## config.mk

```make
export PLATFORM = sky130hd
export DESIGN_NAME = exc_entry_seq
export DESIGN_NICKNAME = d
export VERILOG_FILES = /design/src/rtl/exc_entry_pkg.sv /design/src/rtl/exc_req_select.sv /design/src/rtl/exc_status_shift.sv /design/src/rtl/exc_entry_seq.sv
export SDC_FILE = /design/constraint.sdc
export NUM_CORES = 1
export LEC_CHECK = 0
export BUFFER_PORTS_ARGS = -buffer_cell sky130_fd_sc_hd__buf_2
export CORE_MARGIN = 4
export CORE_UTILIZATION = 43
export DETAILED_ROUTE_END_ITERATION = 6
export PLACE_DENSITY_LB_ADDON = 0.2
export SYNTH_ARGS = -nofsm -noshare
export SYNTH_HDL_FRONTEND = slang
export SYNTH_SLANG_ARGS = --single-unit
```

## constraint.sdc

```tcl
create_clock -name clk -period 2.9 [get_ports clk]
set_input_delay 0.29 -clock clk [delete_from_list [all_inputs] [get_ports clk]]
set_output_delay 0.29 -clock clk [all_outputs]
set_load 0.005 [all_outputs]
```

## src/rtl/exc_entry_pkg.sv

```systemverilog
package exc_entry_pkg;
  typedef enum logic [1:0] {
    CAUSE_NONE = 2'd0,
    CAUSE_BRK  = 2'd1,
    CAUSE_MMU  = 2'd2,
    CAUSE_IRQ  = 2'd3
  } cause_e;

  typedef enum logic [1:0] {
    ST_IDLE  = 2'd0,
    ST_FETCH = 2'd1,
    ST_LOAD  = 2'd2
  } seq_state_e;
endpackage

```

## src/rtl/exc_req_select.sv

```systemverilog
module exc_req_select
  import exc_entry_pkg::*;
#(
  parameter int VEC_W   = 8,
  parameter int XLEN    = 32,
  parameter int IRQ_MIN = 'h30,
  parameter int IE_BIT  = 8
) (
  input  logic             brk_req,
  input  logic [VEC_W-1:0] brk_vec,
  input  logic             mmu_req,
  input  logic [VEC_W-1:0] mmu_vec,
  input  logic             irq_req,
  input  logic [VEC_W-1:0] irq_vec,
  input  logic [XLEN-1:0]  cur_pc,
  input  logic [XLEN-1:0]  status_in,
  output logic             sel_valid,
  output cause_e           sel_cause,
  output logic [VEC_W-1:0] sel_vec,
  output logic             sel_erp_we,
  output logic [XLEN-1:0]  sel_erp
);
  localparam logic [VEC_W-1:0] IRQ_FLOOR = VEC_W'(IRQ_MIN);

  logic irq_ok;
  assign irq_ok = irq_req && (irq_vec >= IRQ_FLOOR) && status_in[IE_BIT];

  always_comb begin
    sel_cause  = CAUSE_NONE;
    sel_vec    = '0;
    sel_erp_we = 1'b0;
    sel_erp    = cur_pc;
    if (brk_req) begin
      sel_cause  = CAUSE_BRK;
      sel_vec    = brk_vec;
      sel_erp_we = 1'b1;
      sel_erp    = cur_pc + XLEN'(2);
    end else if (mmu_req) begin
      sel_cause  = CAUSE_MMU;
      sel_vec    = mmu_vec;
    end else if (irq_ok) begin
      sel_cause  = CAUSE_IRQ;
      sel_vec    = irq_vec;
      sel_erp_we = 1'b1;
    end
  end

  assign sel_valid = (sel_cause != CAUSE_NONE);
endmodule

```

## src/rtl/exc_status_shift.sv

```systemverilog
module exc_status_shift #(
  parameter int XLEN  = 32,
  parameter int KEEP  = 2,
  parameter int SHL   = 12,
  parameter int SHR   = 2
) (
  input  logic [XLEN-1:0] d,
  output logic [XLEN-1:0] q
);
  localparam logic [XLEN-1:0] KEEP_MASK = {{KEEP{1'b1}}, {(XLEN-KEEP){1'b0}}};

  logic [XLEN-1:0] up;
  assign up = d << SHL;
  assign q  = (d & KEEP_MASK) | (up >> SHR);
endmodule

```

## src/rtl/exc_entry_seq.sv

```systemverilog
module exc_entry_seq
  import exc_entry_pkg::*;
#(
  parameter int VEC_W   = 8,
  parameter int XLEN    = 32,
  parameter int IRQ_MIN = 'h30,
  parameter int IE_BIT  = 8,
  parameter int KEEP    = 2,
  parameter int SHL     = 12,
  parameter int SHR     = 2
) (
  input  logic             clk,
  input  logic             rst,
  input  logic             brk_req,
  input  logic [VEC_W-1:0] brk_vec,
  input  logic             mmu_req,
  input  logic [VEC_W-1:0] mmu_vec,
  input  logic             irq_req,
  input  logic [VEC_W-1:0] irq_vec,
  input  logic [XLEN-1:0]  cur_pc,
  input  logic [XLEN-1:0]  status_in,
  input  logic [XLEN-1:0]  tbl_base,
  output logic             rd_req,
  output logic [XLEN-1:0]  rd_addr,
  input  logic             rd_valid,
  input  logic [XLEN-1:0]  rd_data,
  output logic             busy,
  output logic             erp_we,
  output logic [XLEN-1:0]  erp_val,
  output logic             pc_we,
  output logic [XLEN-1:0]  pc_val,
  output logic             status_we,
  output logic [XLEN-1:0]  status_val
);
  localparam int PAD_W = XLEN - VEC_W - 2;

  seq_state_e       state;
  logic             sel_valid;
  cause_e           sel_cause;
  logic [VEC_W-1:0] sel_vec;
  logic             sel_erp_we;
  logic [XLEN-1:0]  sel_erp;
  logic [XLEN-1:0]  st_shifted;
  logic [XLEN-1:0]  st_hold;
  logic [XLEN-1:0]  tbl_offs;

  exc_req_select #(
    .VEC_W(VEC_W), .XLEN(XLEN), .IRQ_MIN(IRQ_MIN), .IE_BIT(IE_BIT)
  ) u_sel (
    .brk_req(brk_req), .brk_vec(brk_vec),
    .mmu_req(mmu_req), .mmu_vec(mmu_vec),
    .irq_req(irq_req), .irq_vec(irq_vec),
    .cur_pc(cur_pc), .status_in(status_in),
    .sel_valid(sel_valid), .sel_cause(sel_cause), .sel_vec(sel_vec),
    .sel_erp_we(sel_erp_we), .sel_erp(sel_erp)
  );

  exc_status_shift #(
    .XLEN(XLEN), .KEEP(KEEP), .SHL(SHL), .SHR(SHR)
  ) u_shift (
    .d(status_in),
    .q(st_shifted)
  );

  // word-indexed table: vector times four
  assign tbl_offs = {{PAD_W{1'b0}}, sel_vec, 2'b00};
  assign busy     = (state != ST_IDLE);

  always_ff @(posedge clk) begin
    if (rst) begin
      state      <= ST_IDLE;
      rd_req     <= 1'b0;
      rd_addr    <= '0;
      erp_we     <= 1'b0;
      erp_val    <= '0;
      pc_we      <= 1'b0;
      pc_val     <= '0;
      status_we  <= 1'b0;
      status_val <= '0;
      st_hold    <= '0;
    end else begin
      erp_we    <= 1'b0;
      pc_we     <= 1'b0;
      status_we <= 1'b0;
      unique case (state)
        ST_IDLE: begin
          if (sel_valid && (sel_cause != CAUSE_NONE)) begin
            state   <= ST_FETCH;
            rd_req  <= 1'b1;
            rd_addr <= tbl_base + tbl_offs;
            erp_we  <= sel_erp_we;
            if (sel_erp_we) erp_val <= sel_erp;
            st_hold <= st_shifted;
          end
        end
        ST_FETCH: begin
          if (rd_valid) begin
            state      <= ST_LOAD;
            rd_req     <= 1'b0;
            pc_we      <= 1'b1;
            pc_val     <= rd_data;
            status_we  <= 1'b1;
            status_val <= st_hold;
          end
        end
        ST_LOAD: state <= ST_IDLE;
        default: state <= ST_IDLE;
      endcase
    end
  end
endmodule

```

==> flow_metrics.tcl, run 1 <==
set metrics [dict create \
    cts_buffers 17 \
    die_h_um 133 \
    root_buffer "clkbuf_16" \
    grt_pass1_vias 6098 \
    port_buffers 270 \
    die_area_um2 17700 \
    placed_area_um2 8340 \
    p_per_area_nw_per_um2 605 \
    finalCritPeriodShare_pct 91.8 \
    pwr-share-seq_pct 41.2 \
    synth-simple-area-share_pct 25.4 \
    intPower_mw 3.89 \
    initial_core_util_pct 44.1 \
    yosys.area.top_type_share_pct 43.2 \
    whs_ps 105 \
    syn_area_per_cell_um2 7.96 \
    r2r_end "erp_val[0]$_SDFFE_PP0P_" \
    final_nets 1276 \
    post_drt_wl_per_cell_um 15.0 \
    grt_max_degree 68 \
    dp.final_hpwl_um 15100 \
    utilization_pct 58.8 \
    path_max_fanout 13 \
    synthCells 845 \
    hold_depth 3 \
    drv_cap 0 \
    synth_compound_area_share_pct 18.8 \
    postCtsSetupBuffers 0 \
    ant_nets 0 \
    syn_area_um2 6720 \
    drt_iter0_drc 292 \
    synth_xor_area_share_pct 5.21 \
    fin_skew_ps 8.07 \
    cts_resized 0 \
    vdd_ir_drop_max_mv 0.370 \
    synth_edf_count 0 \
    cts_tree "done" \
    relSlewSlack_pct 24.4 \
    yosysSeqAreaShare_pct 43.2 \
    wl_um 20100 \
    hold_start "status_in[7]" \
    power_frac_clock_pct 41.5 \
    antenna_found_initial 8 \
    ys_ff_latch 145 \
    place_inst 1300 \
    met3WireLength_um 1640 \
    layout_min_cycle_time_ps 2660 \
    worstPathRequired_ps 3230 \
    hold_class "in2reg" \
    fin_ws_ps 237 \
    setup_viol 0 \
    p_leak_nw 3.91 \
    power_mw 5.43 \
    r2r_cells 4 \
    synth.most_common_cell "nand2_1" \
    swShare_pct 28.4 \
    place_congestion 0.843 \
    instances_no_fill 1337 \
    critPathCaptureType "register" \
    grt_pass1_wl_um 30900 \
    comb_power_share_pct 17.3 \
    timing.final.hold_violations 0 \
    vias 6767 \
    pre_cts_ws_ps -263 \
    cts_hold_buf 0 \
    highest_layer "met5" \
    stdcell_area_um2 8970 \
    rows 45 \
    htreeDepth 4 \
    crit_type "in2reg" \
    clk_latency_ps 420 \
    arrival_ps 2990 \
    drc 0 \
    reg2reg_slack_ps 860 \
    finalSetupTns_ps 0 \
    clk_pin_slew_worst_paths_ps 70 \
    synth_top_cell_by_area "dfxtp_1" \
    cts.sink_count 145 \
    via_per_inst 5.06 \
    synthAdderAreaFrac_pct 1.97 \
    tightest_slew_ps 1130 \
    route.met2.wl_um 9370 \
    gr-usage-all-layers_pct 21.5 \
    core_um2 15300 \
    slew_violations 0 \
    synth_common_cells "199 x nand2_1, 145 x dfxtp_1, 95 x a21oi_1" \
    grt-ovfl-total 0 \
    synth_flop_cell "dfxtp_1" \
    ys_warn_count 0 \
    synthTopCellsByArea "dfxtp_1 43%, nand2_1 11%, a21oi_1 7.1%" \
    ioPinCount 291 \
    max_freq_ghz 0.376 \
    dr.pass1.iters 4 \
    synth_mux_area_share_pct 0.298 \
    wl_met1_um 8630 \
    layout-drive-gt1-share_pct 31.4 \
    outcome "complete, no violations" \
    clockBufferDepth 2 \
    min_to "st_hold[17]$_SDFFE_PP0P_" \
    switchingPower_mw 1.54 \
    synth_top_family_by_area "simple AND/OR/NAND/NOR gates" \
    reg2reg_from "state[1]$_SDFFE_PP0P_" \
    syn2layout_area_growth_pct 33.4 \
    synth.distinct_cells 57 \
    cp-start-kind "input pin" \
    die_w_um 133 \
    async_reset_ff_share_pct 0 \
    rsz0062_at_grt "no" \
]
-- flip-flops by register name, summed over array words and instances, names as in the netlist --
| register | cells |
|---|---|
| st_hold | 22 |
| erp_we | 1 |
| pc_val | 32 |
| status_we | 1 |
| rd_req | 1 |
| erp_val | 32 |
| state | 2 |
| rd_addr | 32 |
| status_val | 22 |
-- worst max-delay path, stage by stage --
cell and delay, ps:
buf_2 90, a211oi_1 100, buf_4 160, nor4b_1 240, a21oi_1 80, o21ai_0 240, inv_1 90, fa_1 430
nor2b_1 180, o31a_2 190, o21ai_4 120, or4_1 520, a311oi_1 250
-- cells by family (layout without fill, tap and decap cells) --
| family | Yosys count | in the layout |
|---|---|---|
| XOR/XNOR | 40 | 40 |
| flip-flops | 145 | 145 |
| AND/OR/NAND/NOR | 368 | 368 |
| other | 1 | 15 |
| multiplexers | 2 | 2 |
| buffers and inverters | 76 | 343 |
| AO/OA/AOI/OAI | 203 | 203 |
| adder cells (fa/ha/maj) | 10 | 10 |
-- layout make-up --
| class | instances | area [um2] |
|---|---|---|
| fill | 1444 | 6290 |
| multi-input combinational | 633 | 3530 |
| sequential | 145 | 2900 |
| timing repair buffer | 302 | 1620 |
| clock buffer | 18 | 439 |
| tap | 211 | 264 |
| clock inverter | 14 | 168 |
| inverter | 9 | 33.8 |
| antenna | 5 | 12.5 |
-- power groups by stage --
stage	sequential (mW)	clock, mW	combinational, mW
floorplan	2.29	0	0.500
global placement	2.28	0	0.932
detailed placement	2.28	0	0.945
CTS	2.24	2.30	0.948
global route	2.26	2.39	1.05
finish	2.24	2.25	0.939
-- routing by layer --
metal  track usage (%)  up-vias
met3              7.79       39
met5                 0        -
met2              34.3      215
met4              7.33        8
li1                  -     3465
met1              26.8     3040
-- placed cells by master, fill, tap and decap left out, types with 5 or more instances in the layout --
cell / count
a211oi_1: 40
a21oi_1: 95
a311oi_1: 10
and3_1: 5
buf_2: 269
buf_4: 31
clkbuf_16: 17
conb_1: 10
dfxtp_1: 145
diode_2: 5
ha_1: 9
inv_1: 9
inv_6: 5
nand2_1: 199
nand3_1: 25
nand3b_1: 5
nand4_1: 13
nor2_1: 60
nor2b_1: 5
nor3_1: 8
nor4_1: 6
o211ai_1: 8
o21ai_0: 22
or3_1: 7
or4_1: 7
xnor2_1: 18
xor2_1: 22
-- worst max path at each step --
stage,start,endpoint,slack [ps],cells past startpoint
detailed placement,irq_vec[5],rd_addr[28]$_SDFFE_PP0P_,-260,13
global placement,irq_vec[4],rd_addr[28]$_SDFFE_PP0P_,-170,13
CTS,irq_vec[5],rd_addr[30]$_SDFFE_PP0P_,190,13
global route,irq_vec[5],rd_addr[28]$_SDFFE_PP0P_,40,13
floorplan,mmu_req,rd_addr[30]$_SDFFE_PP0P_,50,12
finish,irq_vec[5],rd_addr[28]$_SDFFE_PP0P_,240,13
Note: power is estimated with default switching activity, not from simulation.
==> run 2: changes to the inputs <==
--- a/config.mk
+++ b/config.mk
@@ -12,2 +12,3 @@
 export PLACE_DENSITY_LB_ADDON = 0.2
+export RECOVER_POWER = 100
 export SYNTH_ARGS = -nofsm -noshare
--- a/constraint.sdc
+++ b/constraint.sdc
@@ -3,2 +3,2 @@
 set_output_delay 0.29 -clock clk [all_outputs]
-set_load 0.005 [all_outputs]
+set_load 0.1 [all_outputs]
==> flow_metrics.tcl, run 2 (synthesized netlist as in run 1, its figures left out) <==
set metrics [dict create \
    outcome "complete, no violations" \
    layout-drive-gt1-share_pct 19.9 \
    cp-start-kind "input pin" \
    worstPathRequired_ps 3230 \
    pre_cts_ws_ps -263 \
    critPathCaptureType "register" \
    post_drt_wl_per_cell_um 15.1 \
    ff_latch_area_um2 2900 \
    finalCritPeriodShare_pct 91.5 \
    grt-ovfl-total 0 \
    drc 0 \
    cts_tree "done" \
    htreeDepth 4 \
    dr.pass1.iters 4 \
    clockBufferDepth 2 \
    die_w_um 133 \
    instances_no_fill 1336 \
    antenna_found_initial 8 \
    place_congestion 0.843 \
    clk_latency_ps 420 \
    layout_min_cycle_time_ps 2650 \
    grt_pass1_wl_um 30900 \
    grt_pass1_vias 6098 \
    fin_ws_ps 246 \
    slew_violations 0 \
    ioPinCount 291 \
    rows 45 \
    drt_iter0_drc 274 \
    num-fill-cells 1502 \
    tightest_slew_ps 1330 \
    root_buffer "clkbuf_16" \
    die_h_um 133 \
    max_freq_ghz 0.377 \
    syn2layout_area_growth_pct 30.6 \
    timing.final.hold_violations 0 \
    path_max_fanout 13 \
    arrival_ps 2980 \
    multi_input_area_um2 3530 \
    layout_common_cells "199 x nand2_1, 146 x buf_2, 145 x dfxtp_1" \
    die_area_um2 17700 \
    dp.final_hpwl_um 15100 \
    cts.sink_count 145 \
    via_per_inst 5.08 \
    place_inst 1300 \
    grt_max_degree 68 \
    drv_cap 0 \
    placed_area_um2 8340 \
    fin_skew_ps 5.99 \
    cts_buffers 17 \
    stdcell_area_um2 8780 \
    rsz0062_at_grt "no" \
    vias 6786 \
    relSlewSlack_pct 11.3 \
    crit_type "in2reg" \
    clk_pin_slew_worst_paths_ps 70 \
    finalSetupTns_ps 0 \
    setup_viol 0 \
    p_per_area_nw_per_um2 731 \
    hold_class "in2reg" \
    top_regs "erp_val: 32 flops, pc_val: 32 flops, rd_addr: 32 flops" \
    final_nets 1276 \
    gr-usage-all-layers_pct 21.5 \
    wl_um 20100 \
    ant_nets 0 \
    p_leak_nw 3.40 \
    initial_core_util_pct 44.1 \
    final_common_cell "nand2_1" \
    core_um2 15300 \
    port_buffers 270 \
    vdd_ir_drop_max_mv 0.374 \
]
==> run 2: cell count changes in the layout (fill, tap and decap cells not counted), sizes merged <==
cell	change
buf	-132
clkbuf	+132
diode	-1
==> run 2: area by class of cell <==
| cell class | instances | area share [%] |
|---|---|---|
| Multi-Input combinational cell | 633 | 40.2 |
| Sequential cell | 145 | 33.1 |
| Timing Repair Buffer | 302 | 16.4 |
| Clock buffer | 18 | 5.00 |
| Tap cell | 211 | 3.01 |
| Clock inverter | 14 | 1.91 |
| Inverter | 9 | 0.385 |
| Antenna cell | 4 | 0.114 |
==> run 2: per-stage QoR <==
stage / power (mW) / hold WS, ps / utilization, %
final: 6.42 / 107 / 57.5
after global routing: 6.69 / 98.1 / 57.5
after detailed placement: 4.26 / 443 / 54.7
after global placement: 4.25 / 433 / 54.7
after floorplan: 3.83 / 426 / -
after CTS: 6.52 / 86.5 / 58.7
==> run 2: final timing paths <==
check / startpoint / end / slack [ps] / cells after the start
setup / recovery: irq_vec[5] / rd_addr[28]$_SDFFE_PP0P_ / 250 / 13
hold / removal: status_in[7] / st_hold[17]$_SDFFE_PP0P_ / 110 / 3
setup reg to reg: state[0]$_SDFFE_PP0P_ / st_hold[31]$_SDFFE_PP0P_ / 560 / 5
hold reg to reg: st_hold[26]$_SDFFE_PP0P_ / status_val[26]$_SDFFE_PP0P_ / 450 / 2
==> run 2: power breakdown <==
| group | internal [mW] | total [mW] | switching (mW) |
|---|---|---|---|
| combinational | 0.358 | 1.93 | 1.57 |
| clock | 1.32 | 2.25 | 0.926 |
| sequential | 2.16 | 2.24 | 0.0833 |
| total | 3.84 | 6.42 | 2.58 |
==> run 2: layer usage <==
| layer | GRT usage [%] | vias up | share of wire, % |
|---|---|---|---|
| met4 | 7.33 | 8 | 2.0 |
| met1 | 26.8 | 3061 | 43 |
| met3 | 7.79 | 37 | 8.1 |
| met5 | 0 | - | 0.20 |
| met2 | 34.3 | 214 | 47 |
| li1 | - | 3466 | - |
==> run 2: worst max-delay path: stages <==
cell and delay, ps:
buf_2 90, a211oi_1 100, clkbuf_1 150, nor4b_1 250
a21oi_1 80, o21ai_0 240, inv_1 90, fa_1 430
nor2b_1 180, o31a_2 190, o21ai_4 120, or4_1 520
a311oi_1 250
==> run 2: timing repair <==
item	in CTS	in global routing
setup endpoints to repair	0	2
endpoints found under the hold margin	0	0
setup buffers	0	0
gates resized for setup	0	1
hold buffers	0	0
